File: config.mk
export PLATFORM = sky130hd
export DESIGN_NAME = irq_flag_bank
export DESIGN_NICKNAME = d
export VERILOG_FILES = /design/src/rtl/irqf_pkg.sv /design/src/rtl/irqf_sticky_bit.sv /design/src/rtl/irqf_enable_reg.sv /design/src/rtl/irqf_req_combine.sv /design/src/rtl/irq_flag_bank.sv
export SDC_FILE = /design/constraint.sdc
export NUM_CORES = 1
export LEC_CHECK = 0
export BUFFER_PORTS_ARGS = -buffer_cell sky130_fd_sc_hd__buf_2
export CAP_MARGIN = 20
export CORE_UTILIZATION = 30
export DETAILED_ROUTE_END_ITERATION = 10
export HOLD_SLACK_MARGIN = 0.02
export RECOVER_POWER = 50
export SETUP_SLACK_MARGIN = 0.02
export SYNTH_ARGS = -nofsm -noshare
export SYNTH_HDL_FRONTEND = slang
export SYNTH_SLANG_ARGS = --single-unit
File: constraint.sdc
create_clock -name clk -period 4.1 [get_ports clk]
set_clock_uncertainty 0.2 [all_clocks]
set_input_delay 0.205 -clock clk [delete_from_list [all_inputs] [get_ports clk]]
set_output_delay 0.205 -clock clk [all_outputs]
set_load 0.005 [all_outputs]
File: src/rtl/irqf_pkg.sv
// Package irqf_pkg
// Shared word type and bit positions for the interrupt flag bank.
// Assumes a fixed 8-bit layout; only addresses are parameters of the top.
package irqf_pkg;

    localparam int FLAG_W   = 8;
    localparam int STICKY_N = 4;

    typedef logic [FLAG_W-1:0] flag_word_t;

    // Bit positions of the live UART status flags
    localparam int POS_U2_RX = 5;
    localparam int POS_U2_TX = 4;
    localparam int POS_U1_RX = 3;
    localparam int POS_U1_TX = 2;

    // Map sticky index (3: collision, 2: serial event, 1: cell 4, 0: cell 3)
    // onto its position in the flag word.
    function automatic int sticky_pos(input int idx);
        case (idx)
            3:       return 7;
            2:       return 6;
            1:       return 1;
            default: return 0;
        endcase
    endfunction

endpackage

File: src/rtl/irqf_sticky_bit.sv
// Module irqf_sticky_bit
// One hardware-set, software-written flag bit.
// Assumes set_i is a pulse from the source domain already synchronous to clk.
// A set in the same cycle as a software write always wins.
module irqf_sticky_bit (
    input  logic clk,
    input  logic rst_n,
    input  logic set_i,
    input  logic wr_i,
    input  logic wdata_i,
    output logic q_o
);

    // Flag state: set has priority over a write, a write over hold
    always_ff @(posedge clk) begin
        if (!rst_n)
            q_o <= 1'b0;
        else if (set_i)
            q_o <= 1'b1;
        else if (wr_i)
            q_o <= wdata_i;
    end

endmodule

File: src/rtl/irqf_enable_reg.sv
// Module irqf_enable_reg
// Plain software-written enable word, one bit per flag position.
// Assumes wr_i is already qualified by the address decode.
module irqf_enable_reg #(
    parameter int W = 8
) (
    input  logic         clk,
    input  logic         rst_n,
    input  logic         wr_i,
    input  logic [W-1:0] wdata_i,
    output logic [W-1:0] q_o
);

    // Enable storage, loaded whole on a decoded write
    always_ff @(posedge clk) begin
        if (!rst_n)
            q_o <= '0;
        else if (wr_i)
            q_o <= wdata_i;
    end

endmodule

File: src/rtl/irqf_req_combine.sv
// Module irqf_req_combine
// Reduces flags and enables to one interrupt request, gated globally.
// Purely combinational; assumes the consumer registers it if needed.
module irqf_req_combine #(
    parameter int W = 8
) (
    input  logic [W-1:0] flags_i,
    input  logic [W-1:0] ena_i,
    input  logic         gie_i,
    output logic         irq_o
);

    logic [W-1:0] masked;

    // Per-bit mask, then OR-reduce and apply the global gate
    always_comb begin
        masked = flags_i & ena_i;
        irq_o  = gie_i & (|masked);
    end

endmodule

File: src/rtl/irq_flag_bank.sv
// Module irq_flag_bank
// Interrupt flag word with four sticky bits and four live UART status bits,
// an enable word, same-cycle read data, UART data register side-effect
// strobes and a combined interrupt request.
// Assumes one bus access per cycle and event pulses synchronous to clk.
module irq_flag_bank #(
    parameter int              ADDR_W   = 12,
    parameter logic [ADDR_W-1:0] FLAG_ADDR = 12'h08F,
    parameter logic [ADDR_W-1:0] ENA_ADDR  = 12'h090,
    parameter logic [ADDR_W-1:0] RX1_ADDR  = 12'h099,
    parameter logic [ADDR_W-1:0] TX1_ADDR  = 12'h09A,
    parameter logic [ADDR_W-1:0] RX2_ADDR  = 12'h09B,
    parameter logic [ADDR_W-1:0] TX2_ADDR  = 12'h09C
) (
    input  logic              clk,
    input  logic              rst_n,
    input  logic [ADDR_W-1:0] bus_addr,
    input  logic              bus_rd,
    input  logic              bus_wr,
    input  logic [7:0]        bus_wdata,
    output logic [7:0]        bus_rdata,
    input  logic              ssp_coll_pulse,
    input  logic              ssp_evt_pulse,
    input  logic              cell3_pulse,
    input  logic              cell4_pulse,
    input  logic              u1_rx_nonempty,
    input  logic              u1_tx_empty,
    input  logic              u2_rx_nonempty,
    input  logic              u2_tx_empty,
    output logic              u1_rx_pop,
    output logic              u1_tx_load,
    output logic              u2_rx_pop,
    output logic              u2_tx_load,
    input  logic              global_en,
    output logic              irq
);
    import irqf_pkg::*;

    localparam int NS = STICKY_N;

    logic [NS-1:0] evt_vec;
    logic [NS-1:0] sticky_q;
    logic          flag_wr;
    logic          ena_wr;
    flag_word_t    flag_word;
    flag_word_t    ena_q;

    // Gather sticky sources in index order (3 collision .. 0 cell 3)
    always_comb begin
        evt_vec = {ssp_coll_pulse, ssp_evt_pulse, cell4_pulse, cell3_pulse};
    end

    // Address decode for register writes
    always_comb begin
        flag_wr = bus_wr && (bus_addr == FLAG_ADDR);
        ena_wr  = bus_wr && (bus_addr == ENA_ADDR);
    end

    // Side-effect strobes for the UART data registers
    always_comb begin
        u1_rx_pop  = bus_rd && (bus_addr == RX1_ADDR);
        u2_rx_pop  = bus_rd && (bus_addr == RX2_ADDR);
        u1_tx_load = bus_wr && (bus_addr == TX1_ADDR);
        u2_tx_load = bus_wr && (bus_addr == TX2_ADDR);
    end

    // One sticky cell per hardware-set flag position
    for (genvar gi = 0; gi < NS; gi++) begin : g_sticky
        irqf_sticky_bit u_bit (
            .clk     (clk),
            .rst_n   (rst_n),
            .set_i   (evt_vec[gi]),
            .wr_i    (flag_wr),
            .wdata_i (bus_wdata[sticky_pos(gi)]),
            .q_o     (sticky_q[gi])
        );
    end

    // Assemble the visible flag word from sticky state and live status
    always_comb begin
        flag_word = '0;
        for (int i = 0; i < NS; i++)
            flag_word[sticky_pos(i)] = sticky_q[i];
        flag_word[POS_U2_RX] = u2_rx_nonempty;
        flag_word[POS_U2_TX] = u2_tx_empty;
        flag_word[POS_U1_RX] = u1_rx_nonempty;
        flag_word[POS_U1_TX] = u1_tx_empty;
    end

    irqf_enable_reg #(.W(FLAG_W)) u_ena (
        .clk     (clk),
        .rst_n   (rst_n),
        .wr_i    (ena_wr),
        .wdata_i (bus_wdata),
        .q_o     (ena_q)
    );

    // Same-cycle read mux; idle or unmapped reads return zero
    always_comb begin
        bus_rdata = '0;
        if (bus_rd && bus_addr == FLAG_ADDR)
            bus_rdata = flag_word;
        else if (bus_rd && bus_addr == ENA_ADDR)
            bus_rdata = ena_q;
    end

    irqf_req_combine #(.W(FLAG_W)) u_req (
        .flags_i (flag_word),
        .ena_i   (ena_q),
        .gie_i   (global_en),
        .irq_o   (irq)
    );

endmodule

After elaboration in Yosys (flattened, before gate mapping)
Index checks and enable logic that the tools add are counted.
{ "op_classes": {"eq_ne": 6, "mux": 10, "bitwise_logic": 2, "reduce_logical": 13} }
{ "ops": {"columns": ["operator", "count"], "rows": [
  ["12-bit by 8-bit == test with 1-bit output (second input constant)", 6],
  ["8-bit 2-to-1 mux", 2],
  ["8-bit bitwise AND", 1],
  ["1-bit logical AND", 8],
  ["1-bit 2-to-1 mux", 8],
  ["2-bit nonzero test", 4],
  ["8-bit OR reduction", 1],
  ["1-bit bitwise AND", 1]
]} }
{ "totals": {"regBits": 12, "out_inout_bits": 13, "wordCells": 36} }

Depth between registers and ports, before layout
Gate-level depths: netlist of run 1.
{ "depth": {"depth_word": 4, "ltp_mapped": 5, "mapped_depth_nobuf": 4} }

Hierarchy
Synthesis of run 1 repeated with hierarchy kept, for this count alone.
{ "hier_totals": {"cells_unflattened": 91, "area_unflattened_um2": 832.0} }
{ "modules_own_cells": {"columns": ["module", "instances", "cells_each", "area_per_inst_um2"], "rows": [
  ["irq_flag_bank", 1, 48, 332.8],
  ["irqf_enable_reg", 1, 25, 301.5],
  ["irqf_sticky_bit", 4, 3, 38.8],
  ["irqf_req_combine", 1, 6, 42.5]
]} }

Worst setup path before layout of run 1
OpenSTA, ideal clock, no wires.
{ "synth_path": {"path_kind": "input port to output port", "startpoint": "in bus_addr[9]", "endpoint": "out bus_rdata[0]", "arrival_time_ps": 1652, "required_ps": 3695, "path_slack_ps": 2043, "path_stages": 4, "n_path_buf": 0, "cell_sequence": "or4_4 -> or2_1 -> nor4_4 -> a22o_1"} }
{ "synth_between": {"elab_chain_len": 4, "word_cells_on_any_way": 6} }
{ "synth_rtl": {"columns": ["item", "line_no", "source"], "rows": [
  ["start, declared", "irq_flag_bank.sv:17", "input logic [ADDR_W-1:0] bus_addr,"],
  ["12-bit by 8-bit == test with 1-bit output", "irq_flag_bank.sv:103", "else if (bus_rd && bus_addr == ENA_ADDR)"],
  ["1-bit logical AND", "irq_flag_bank.sv:103", null],
  ["8-bit 2-to-1 mux", "irq_flag_bank.sv:103", null],
  ["8-bit 2-to-1 mux *", "irq_flag_bank.sv:101", "if (bus_rd && bus_addr == FLAG_ADDR)"],
  ["end, declared", "irq_flag_bank.sv:21", "output logic [7:0] bus_rdata,"]
]} }
Every way passes the cells marked *; elsewhere a longest branch is shown, timed or not.

Worst setup path after layout of run 1
{ "layout_path": {"startpoint": "in bus_addr[9]", "endpoint": "reg u_ena.q_o[3]"} }
{ "layout_between": {"elab_chain_len": 2} }
{ "layout_rtl": {"columns": ["item", "line_no", "source"], "rows": [
  ["12-bit by 8-bit == test with 1-bit output", "irq_flag_bank.sv:56", "ena_wr = bus_wr && (bus_addr == ENA_ADDR);"],
  ["1-bit logical AND", "irq_flag_bank.sv:56", null],
  ["end signal, assigned", "irqf_enable_reg.sv:19", "q_o <= wdata_i;"],
  ["end, declared", "irqf_enable_reg.sv:11", "output logic [W-1:0] q_o"]
]} }
Every way passes these cells.
A chain may end at the register's enable or synchronous reset.

==> summary.md, run 1 <==
| Metric | Value |
|---|---|
| Status | complete, but fails checks |
| Failing checks | capacitance limit, slew limit |
| Tcrit/Tclk final | 70.3% |
| Family with the most delay on the worst path | simple AND/OR/NAND/NOR gates |
| Synth area leader | dfxtp_1 |
| CP Launch Type | input pin |
| Postcts setup bufs | 0 |
| Clock sink total | 12 |
| ANT cells | 0 |
| CP Launch Point | bus_addr[9] |
| Critical Path RT | 4.08 ns |
| Clock Root Buffer | clkbuf_4 |
| Reg2reg start | g_sticky[3].u_bit.q_o |
| Final instance area | 1130 um2 |
| Final worst slack | 1.22 ns |
| Post-synth cell types | 25 |
| Max Slew Vio Count | 9 |
| Buffers on Ports | 45 |
| Min Tclk post-route | 2.88 ns |
| PwrDens | 227 nW/um2 |
| Top Ports | 46 |
| Buf/Inv on CP | 1 |
| Reg2reg setup slack | 3.12 ns |
| Final core utilization | 49.5% |
| Hold-fix buffer count after cts | 12 |
| Crit path cell chain | buf_2, or4_1, nor4_1, mux2i_1, nor2b_1 |
| Number of fill cells | 225 |
| Final net count | 168 |
| Register area share after synthesis | 32.4% |
| Setup violators final | 0 |
| TritonCTS clock tree | yes |
| Total power draw | 0.256 mW |
| Leak | 0.476 nW |
| Critical Path Fanout Max | 8 |
| First-pass GRT wire length | 3.33 mm |
| Crit-path max cell delay | 1.60 ns |
| Top cells by area, synth | dfxtp_1 (32%), mux2i_1 (11%), a22o_1 (9.5%), nor2b_1 (6.8%), nor4_4 (5.7%) |
| Cts repair resizes | 0 |
| Post-synthesis cell area | 741 um2 |
| Number of global-route vias before repair | 725 |
| Syn avg cell area | 9.88 um2 |
| Grt total ovfl | 0 |
| Nature of the critical path endpoint | flip-flop |
| Syn nets | 108 |
| Critical Path End | u_ena.q_o[3] |
| Initial antenna violation count | 0 |
| Dpl ws | 1.70 ns |
| Number of stages on the worst setup path | 5 |
| Layout cells sized above 1 | 37.3% |
| Number of synthesized flops with an enable pin | 0 |
| RSZ-0062 raised after global routing | false |
| Placed Instance Area | 993 um2 |
| Warnings, synthesis | 0 |
| Max H-tree Level | 1 |
| Worst Setup Path Type | input pin to flip-flop |
| Routed Antenna Nets | 0 |
| Routability cong. | 0.738 |
| DR WL/cell | 13.0 um |
| FP Rows | 17 |
| Predominant post-synthesis flop cell | dfxtp_1 |
| Hold Vio Cnt, Final | 0 |
| Die Y | 51.7 um |
| Max_cap viols | 1 |
| Clock buffer depth | 2 |
| Setup TNS | 0 ns |
| Detail-routed via count per cell | 5.27 |
| DR vias | 853 |
| Worst skew pair latency | 0.28 ns |
| DRT iter0 DRCs | 6 |
| Maximum VDD drop | 0.209 mV |
| WP data arrival | 2.86 ns |
| Routed WL | 2.11 mm |
| Reg2reg path depth | 1 |
| Core box area | 2280 um2 |
| Slew headroom | -36.1% |
| DRC viols | 0 |
| Die width | 51.7 um |
| Total GRT Usage | 17.5% |
| Synth Instances | 75 |
| First drt pass iteration count | 4 |
| Reg2reg end | g_sticky[3].u_bit.q_o |
| HP Class | input pin to flip-flop |
| Initial core utilization | 32.5% |
| Post-DP HPWL | 1.61 mm |
| Area grow syn2layout | 52.0% |
| Worst slew pin tran | 2.02 ns |
| Register bit count reported by yosys | 12 |
| Max Clk Rate | 347 MHz |
| Synth async-reset ratio | 0% |
| Die area | 2670 um2 |
| Slowest cell on the critical path | nor4_1 |
| Largest net degree at the start of global routing | 13 |
| Worst-path clk slew | 0.08 ns |
| Synth top area share | 32.4% |
| Num CTS Buffers | 3 |
[worst min path at each step]
stage | to | slack (ns) | depth (start not counted) | from
after floorplan | u_ena.q_o[0] | 0.13 | 1 | rst_n
after detailed placement | g_sticky[2].u_bit.q_o | 0.27 | 2 | ssp_evt_pulse
after global placement | u_ena.q_o[5] | 0.26 | 3 | bus_wdata[5]
after CTS | g_sticky[2].u_bit.q_o | 0.05 | 2 | rst_n
after global routing | g_sticky[1].u_bit.q_o | 0.06 | 2 | rst_n
final | g_sticky[0].u_bit.q_o | 0.05 | 2 | rst_n
[cell type report]
type                       count  area (um2)  area share [%]
clock buffer                   4        36.3            3.22
timing repair buffer          57         344            30.6
multi-input combinational     60         467            41.4
tap                           28        35.0            3.11
inverter                       1        3.75           0.333
sequential                    12         240            21.3
[state kept, by name, indices dropped and copies added (netlist names)]
| register | count |
|---|---|
| g_sticky.u_bit.q_o | 4 |
| u_ena.q_o | 8 |
[cell families (layout without fill, tap and decap cells)]
family / Yosys count / in the layout / synth area share (%)
DFF: 12 / 12 / 32.4
AOI/OAI and AO/OA: 17 / 17 / 20.1
muxes: 8 / 8 / 10.8
and+or+nand+nor: 35 / 35 / 35.1
buffers and inverters: 3 / 62 / 1.52
[report_power, final]
part           total [mW]  internal, mW  leakage [nW]  switching [mW]
logic              0.0387        0.0239         0.358          0.0148
registers           0.121         0.119        0.0980         0.00221
clock network      0.0958        0.0541        0.0210          0.0417
total               0.256         0.197         0.476          0.0587
[routing by layer]
metal / up-vias / track usage [%] / wire [um]
li1: 421 / - / -
met2: 26 / 28.4 / 1050
met1: 399 / 21.0 / 907
met4: 0 / 8.11 / 47
met5: - / 0 / 0
met3: 7 / 5.56 / 109
[cells in the final DEF, fill, tap and decap left out, types with 4 or more instances in the layout]
cell type / n
dlygate4sd3_1: 12
a22o_1: 8
or3_1: 4
dfxtp_1: 12
nor2b_1: 8
o311a_1: 4
mux2i_1: 8
buf_2: 44
a22oi_1: 4
[cells in the mapped netlist, types with 2 or more instances]
cell and instances:
or3_1 4, or4_4 2, a22oi_1 4, clkbuf_1 2, mux2i_1 8, nor2_1 3, nor2b_1 8, nand2_1 3
dfxtp_1 12, nor4_1 2, a22o_1 8, nor4_4 2, o311a_1 4, nand2b_1 2
[stage by stage]
stage / hold WS [ns] / instances
6_report: 0.0500 / 162
5_1_grt: 0.0602 / 162
4_1_cts: 0.0522 / 162
3_5_place_dp: 0.271 / 146
3_3_place_gp: 0.262 / 146
2_1_floorplan: 0.133 / 75
Power figures use the tool's default switching activity.
==> run 2, diff against run 1 <==
- ABC_AREA: not set -> 1
- clock period: 4.1 -> 2.3 ns (I/O delays scaled with it)
==> run 2 against run 1 <==
  * The run now ends clean
  * Die area increased by 16%
  * Via count increased by 30%
  * First-iteration DRC count grew to 3.8 times the previous value
  * Count of clock-buffer cells in the layout down 1
  * Global-route usage decreased by 0.34 points
  * Highest routed layer unchanged
  * Clock power is 32% higher
  * Synthesized area up 17%
==> summary.md, run 2 <==
| Metric | Value |
|---|---|
| Status | completed |
| RSZ-0062 raised after global routing | false |
| Synth Instances | 144 |
| Placed insts | 218 |
| Clock sink total | 12 |
| Total power draw | 0.426 mW |
| First drt pass iteration count | 4 |
| DR vias | 1111 |
| ANT cells | 0 |
| Top Ports | 46 |
| Die Y | 55.7 um |
| Final net count | 249 |
| Critical Path Fanout Max | 16 |
| DRT iter0 DRCs | 23 |
| Routed Antenna Nets | 0 |
| Initial antenna violation count | 0 |
| Synth area leader | dfxtp_1 |
| First-pass GRT wire length | 4.36 mm |
| Cts repair resizes | 0 |
| Reg power frac | 50.8% |
| Largest register by flop count | u_ena.q_o |
| Most frequent cells in the layout | nand2_1 (49), buf_2 (41), inv_1 (24), dlygate4sd3_1 (24), nor2_1 (21) |
| Critical Path RT | 2.26 ns |
| Layout cells sized above 1 | 24.8% |
| Initial core utilization | 31.7% |
| Routed WL | 2.40 mm |
| Routability cong. | 0.858 |
| Buffers on Ports | 45 |
| Detail-routed via count per cell | 4.53 |
| Total GRT Usage | 17.2% |
| Register bit count reported by yosys | 12 |
| Min Tclk post-route | 1.79 ns |
| Syn nets | 177 |
| TritonCTS clock tree | yes |
| Post-synth cell types | 18 |
| Comb pwr share | 19.6% |
| Most common cell after layout, fill and taps aside | nand2_1 |
| Postcts setup bufs | 0 |
| Slew headroom | 76.0% |
| Die width | 55.7 um |
| Clock buffer depth | 2 |
| Worst hold slack | 0.290 ns |
| DRC viols | 0 |
| CP Launch Type | input pin |
| Setup violators final | 0 |
| Number of synthesized flops with an enable pin | 0 |
| Number of global-route vias before repair | 1071 |
| Top cells by area, synth | dfxtp_1 (28%), nand2_1 (21%), inv_1 (10%), nand3_1 (9.2%), nor2_1 (8.7%) |
| Max Slew Vio Count | 0 |
| Area grow syn2layout | 56.9% |
| Hold Vio Cnt, Final | 0 |
| Worst slew pin tran | 0.359 ns |
| WP data arrival | 1.75 ns |
| Post-DP HPWL | 1.79 mm |
| Max Clk Rate | 558 MHz |
| Number of fill cells | 296 |
| Worst Setup Path Type | input pin to flip-flop |
| Worst skew pair latency | 0.27 ns |
| PwrDens | 314 nW/um2 |
| Synth async-reset ratio | 0% |
| Leak | 0.761 nW |
| Synth top area share | 27.7% |
| Post-synthesis cell area | 866 um2 |
| Clock Root Buffer | clkbuf_4 |
| Predominant post-synthesis flop cell | dfxtp_1 |
| Placed Instance Area | 1110 um2 |
| Maximum VDD drop | 0.397 mV |
| Max_cap viols | 0 |
| Max reg flops | 8 |
| Setup TNS | 0 ns |
| Final std cells w/o fill | 245 |
| Count leader, synth | nand2_1 |
| Top flop regs | u_ena.q_o: 8 flops, g_sticky.u_bit.q_o: 4 flops |
| Register area share after synthesis | 27.7% |
| Die area | 3100 um2 |
| Clock network power share | 29.6% |
| Most common library cells after synthesis | nand2_1 (48), inv_1 (24), nor2_1 (20) |
| Worst-path clk slew | 0.08 ns |
| Tcrit/Tclk final | 78.0% |
| Nature of the critical path endpoint | flip-flop |
| HP Class | input pin to primary output |
| FP Rows | 19 |
| Syn avg cell area | 6.01 um2 |
| Num CTS Buffers | 3 |
| Sw frac | 24.7% |
| Max H-tree Level | 1 |
| Warnings, synthesis | 0 |
| P_sw | 0.105 mW |
| Grt total ovfl | 0 |
| Largest net degree at the start of global routing | 17 |
| DR WL/cell | 9.80 um |
| Final instance area | 1360 um2 |
| Internal Power | 0.321 mW |
| Core box area | 2730 um2 |
[run 2: cell count changes after synthesis, moves of 5 or more]
cell     previous run  this run
inv_1               1        24
nand2_1             3        48
nor2b_1             8         0
nand3_1             0        16
nand4_1             0         5
a22o_1              8         0
nor2_1              3        20
mux2i_1             8         0
[run 2: final timing paths]
| path | start | end | slack, ns | cells past startpoint |
|---|---|---|---|---|
| max reg2reg | g_sticky[1].u_bit.q_o | g_sticky[1].u_bit.q_o | 0.88 | 5 |
| min reg2reg | u_ena.q_o[5] | u_ena.q_o[5] | 0.89 | 5 |
| max | bus_addr[11] | u_ena.q_o[1] | 0.51 | 8 |
| min | bus_addr[1] | u1_rx_pop | 0.29 | 3 |
[run 2: area by class of cell]
class | instances | area, um2 | share of cell area [%]
clock buffers | 3 | 22.5 | 1.66
inverters | 24 | 90.1 | 6.63
multi-input cells | 106 | 507 | 37.3
flip-flops and latches | 12 | 240 | 17.7
well taps | 31 | 38.8 | 2.85
repair buffers | 69 | 460 | 33.9
[run 2: cells by family (layout without fill, tap and decap cells)]
group / Yosys count / after routing / share of synthesized area (%)
compound gates: 3 / 3 / 2.89
buf+inv: 26 / 96 / 12.6
flops: 12 / 12 / 27.7
simple gates: 103 / 103 / 56.8
[run 2: per-stage QoR]
stage | util [%] | setup slack, ns
5_1_grt | 49.7 | 0.374
3_5_place_dp | 40.6 | 0.654
3_3_place_gp | 40.6 | 0.724
6_report | 49.7 | 0.507
4_1_cts | 50.3 | 0.614
2_1_floorplan | - | 1.04
[run 2: power by group through the flow]
| stage | clock network, mW | registers [mW] | logic, mW |
|---|---|---|---|
| 2_1_floorplan | 0 | 0.220 | 0.0242 |
| 3_3_place_gp | 0 | 0.221 | 0.0601 |
| 3_5_place_dp | 0 | 0.221 | 0.0616 |
| 4_1_cts | 0.133 | 0.217 | 0.0839 |
| 5_1_grt | 0.142 | 0.217 | 0.0938 |
| 6_report | 0.126 | 0.217 | 0.0835 |
[run 2: routing by layer]
layer | vias up | global-route usage, % | routed length, um
li1 | 589 | - | -
met5 | - | 0 | 0
met1 | 500 | 20.9 | 1080
met4 | 0 | 2.14 | 11
met2 | 20 | 31.7 | 1230
met3 | 2 | 3.72 | 79
[run 2: critical path, cell delays in order]
cell           delay (ns)
buf_2                0.09
nor2_1               0.10
nand2_1              0.09
nor2_1               0.31
nand3_4              0.27
nor2_1               0.16
nor2_1               0.06
dlygate4sd3_1        0.55
[run 2: timing repair]
item / in CTS / in global routing
setup endpoints to repair: 0 / 0
hold buffers: 24 / 0
hold endpoints to repair: 12 / 0
==> run 3, diff against run 2 <==
- clock period: 2.3 -> 1.8 ns (I/O delays scaled with it)
==> run 3 against run 2 <==
  * Flip-flop and latch count unchanged
  * Utilization grew 0.92 points
  * Sequential power grew 28%
  * Die area is the same
  * Setup slack lost 0.38 ns
  * Highest routed layer unchanged
  * Global-route usage up 0.30 points
  * Critical path depth decreased by 1
  * Total power is 27% higher
  * Hold slack got worse by 0.037 ns
==> summary.md, run 3 (synthesized netlist as in run 2, its figures left out) <==
| Metric | Value |
|---|---|
| DRT iter0 DRCs | 14 |
| Critical Path End | u_ena.q_o[6] |
| Total GRT Usage | 17.5% |
| Setup TNS | 0 ns |
| Crit-path most repeated cell | nor2_1 |
| Postcts setup bufs | 0 |
| Number of fill cells | 287 |
| Post-DP HPWL | 1.76 mm |
| Area of the multi-input gates | 517 um2 |
| Max_cap viols | 0 |
| Slowest cell on the critical path | dlygate4sd3_1 |
| Critical Path Fanout Max | 16 |
| Register area | 240 um2 |
| Critical Path RT | 1.75 ns |
| Leak | 0.773 nW |
| Reg2reg path depth | 5 |
| Max Clk Rate | 596 MHz |
| Die area | 3100 um2 |
| Buf/Inv on CP | 2 |
| Number of stages on the worst setup path | 7 |
| TritonCTS clock tree | yes |
| Nature of the critical path endpoint | flip-flop |
| ANT cells | 0 |
| Detail-routed via count per cell | 4.59 |
| Status | completed |
| Reg2reg end | u_ena.q_o[4] |
| Core box area | 2730 um2 |
| Most common cell after layout, fill and taps aside | nand2_1 |
| Worst slew pin tran | 0.320 ns |
| Routability cong. | 0.926 |
| Crit path cell chain | clkbuf_1, or2_4, nor3_4, nand3_4, nor2_1, nor2_1, dlygate4sd3_1 |
| Initial antenna violation count | 0 |
| Worst skew pair latency | 0.27 ns |
| HP Class | input pin to primary output |
| Tcrit/Tclk final | 93.1% |
| Largest net degree at the start of global routing | 17 |
| Final net count | 251 |
| Number of global-route vias before repair | 1115 |
| Hold depth | 3 |
| Clock Root Buffer | clkbuf_4 |
| WP data arrival | 1.63 ns |
| Top Ports | 46 |
| DRC viols | 0 |
| First-pass GRT wire length | 4.36 mm |
| Buffers on Ports | 45 |
| Max H-tree Level | 1 |
| Maximum VDD drop | 0.385 mV |
| Reg2reg start | u_ena.q_o[4] |
| DR WL/cell | 9.85 um |
| Slew headroom | 78.6% |
| Routed WL | 2.43 mm |
| Reg2reg setup slack | 0.39 ns |
| CP Launch Type | input pin |
| Worst-path clk slew | 0.06 ns |
| Num CTS Buffers | 3 |
| Final core utilization | 50.6% |
| Die width | 55.7 um |
| Top flop regs | u_ena.q_o: 8 flops, g_sticky.u_bit.q_o: 4 flops |
| CP Launch Point | bus_addr[1] |
| Hold Vio Cnt, Final | 0 |
| Total power draw | 0.542 mW |
| Clock buffer depth | 2 |
| Family with the most delay on the worst path | simple AND/OR/NAND/NOR gates |
| PwrDens | 392 nW/um2 |
| Crit-path max cell delay | 0.55 ns |
| Layout cells sized above 1 | 26.9% |
| Initial core utilization | 31.7% |
| Worst Setup Path Type | input pin to flip-flop |
| Largest register by flop count | u_ena.q_o |
| Most frequent cells in the layout | nand2_1 (48), buf_2 (41), inv_1 (24), dlygate4sd3_1 (24), nor2_1 (20) |
| Grt total ovfl | 0 |
| Setup violators final | 0 |
| DR vias | 1133 |
| Routed Antenna Nets | 0 |
| RSZ-0062 raised after global routing | false |
| Dpl ws | 0.288 ns |
| Clock sink total | 12 |
| Max Slew Vio Count | 0 |
| Die Y | 55.7 um |
| Area grow syn2layout | 59.8% |
| Max reg flops | 8 |
| Final worst slack | 0.123 ns |
| First drt pass iteration count | 4 |
| FP Rows | 19 |
| Min Tclk post-route | 1.68 ns |
==> run 3: cell count changes in the layout (fill, tap and decap cells not counted) <==
cell,before,now
nor2_2,2,3
nand2_1,49,48
nand2_2,2,3
buf_4,0,2
nand3_1,16,15
nand3_2,0,1
nor2_1,21,20
==> run 3: how the worst min path moves through the flow <==
stage | end | slack (ns) | startpoint
floorplan | u_ena.q_o[0] | 0.01 | rst_n
global placement | u_ena.q_o[2] | 0.11 | bus_wdata[2]
detailed placement | u_ena.q_o[3] | 0.12 | bus_wdata[3]
CTS | u1_rx_pop | 0.26 | bus_addr[1]
global route | u1_tx_load | 0.27 | bus_addr[0]
finish | u1_tx_load | 0.25 | bus_addr[0]
==> run 3: where the power goes <==
| part | switching [mW] | total, mW | internal, mW |
|---|---|---|---|
| Clock | 0.0807 | 0.158 | 0.0774 |
| Combinational | 0.0462 | 0.107 | 0.0612 |
| Sequential | 0.00465 | 0.277 | 0.272 |
| Total | 0.132 | 0.542 | 0.411 |
==> run 3: through the flow <==
stage / std cells / instance area (um2) / hold slack, ns
detailed placement: 220 / 1130 / 0.123
global route: 247 / 1380 / 0.273
floorplan: 144 / 866 / 0.0104
CTS: 247 / 1390 / 0.260
global placement: 220 / 1130 / 0.112
finish: 247 / 1380 / 0.253
==> run 3: metal layers <==
metal / GRT usage (%) / share of wire, %
met2: 33.9 / 55
met3: 4.42 / 3.2
met5: 0 / 0
met1: 18.0 / 41
met4: 5.71 / 0.74
==> run 3: layout make-up <==
type | count | share of cell area, %
clock buffer | 3 | 1.63
inverter | 24 | 6.51
multi-input combinational | 106 | 37.3
sequential | 12 | 17.4
tap | 31 | 2.80
timing repair buffer | 71 | 34.4
==> run 3: worst reg2reg max path, cell delays in order, from the launching register on <==
cell and delay [ns]:
dfxtp_1 0.36, inv_1 0.06, nand2_2 0.05, nand2_1 0.05, nor2_1 0.08, dlygate4sd3_1 0.55
==> run 3: what timing repair did <==
item	CTS	global route
setup endpoints to repair	0	2
hold endpoints to repair	12	0
hold buffers	24	0
resized for setup	0	1
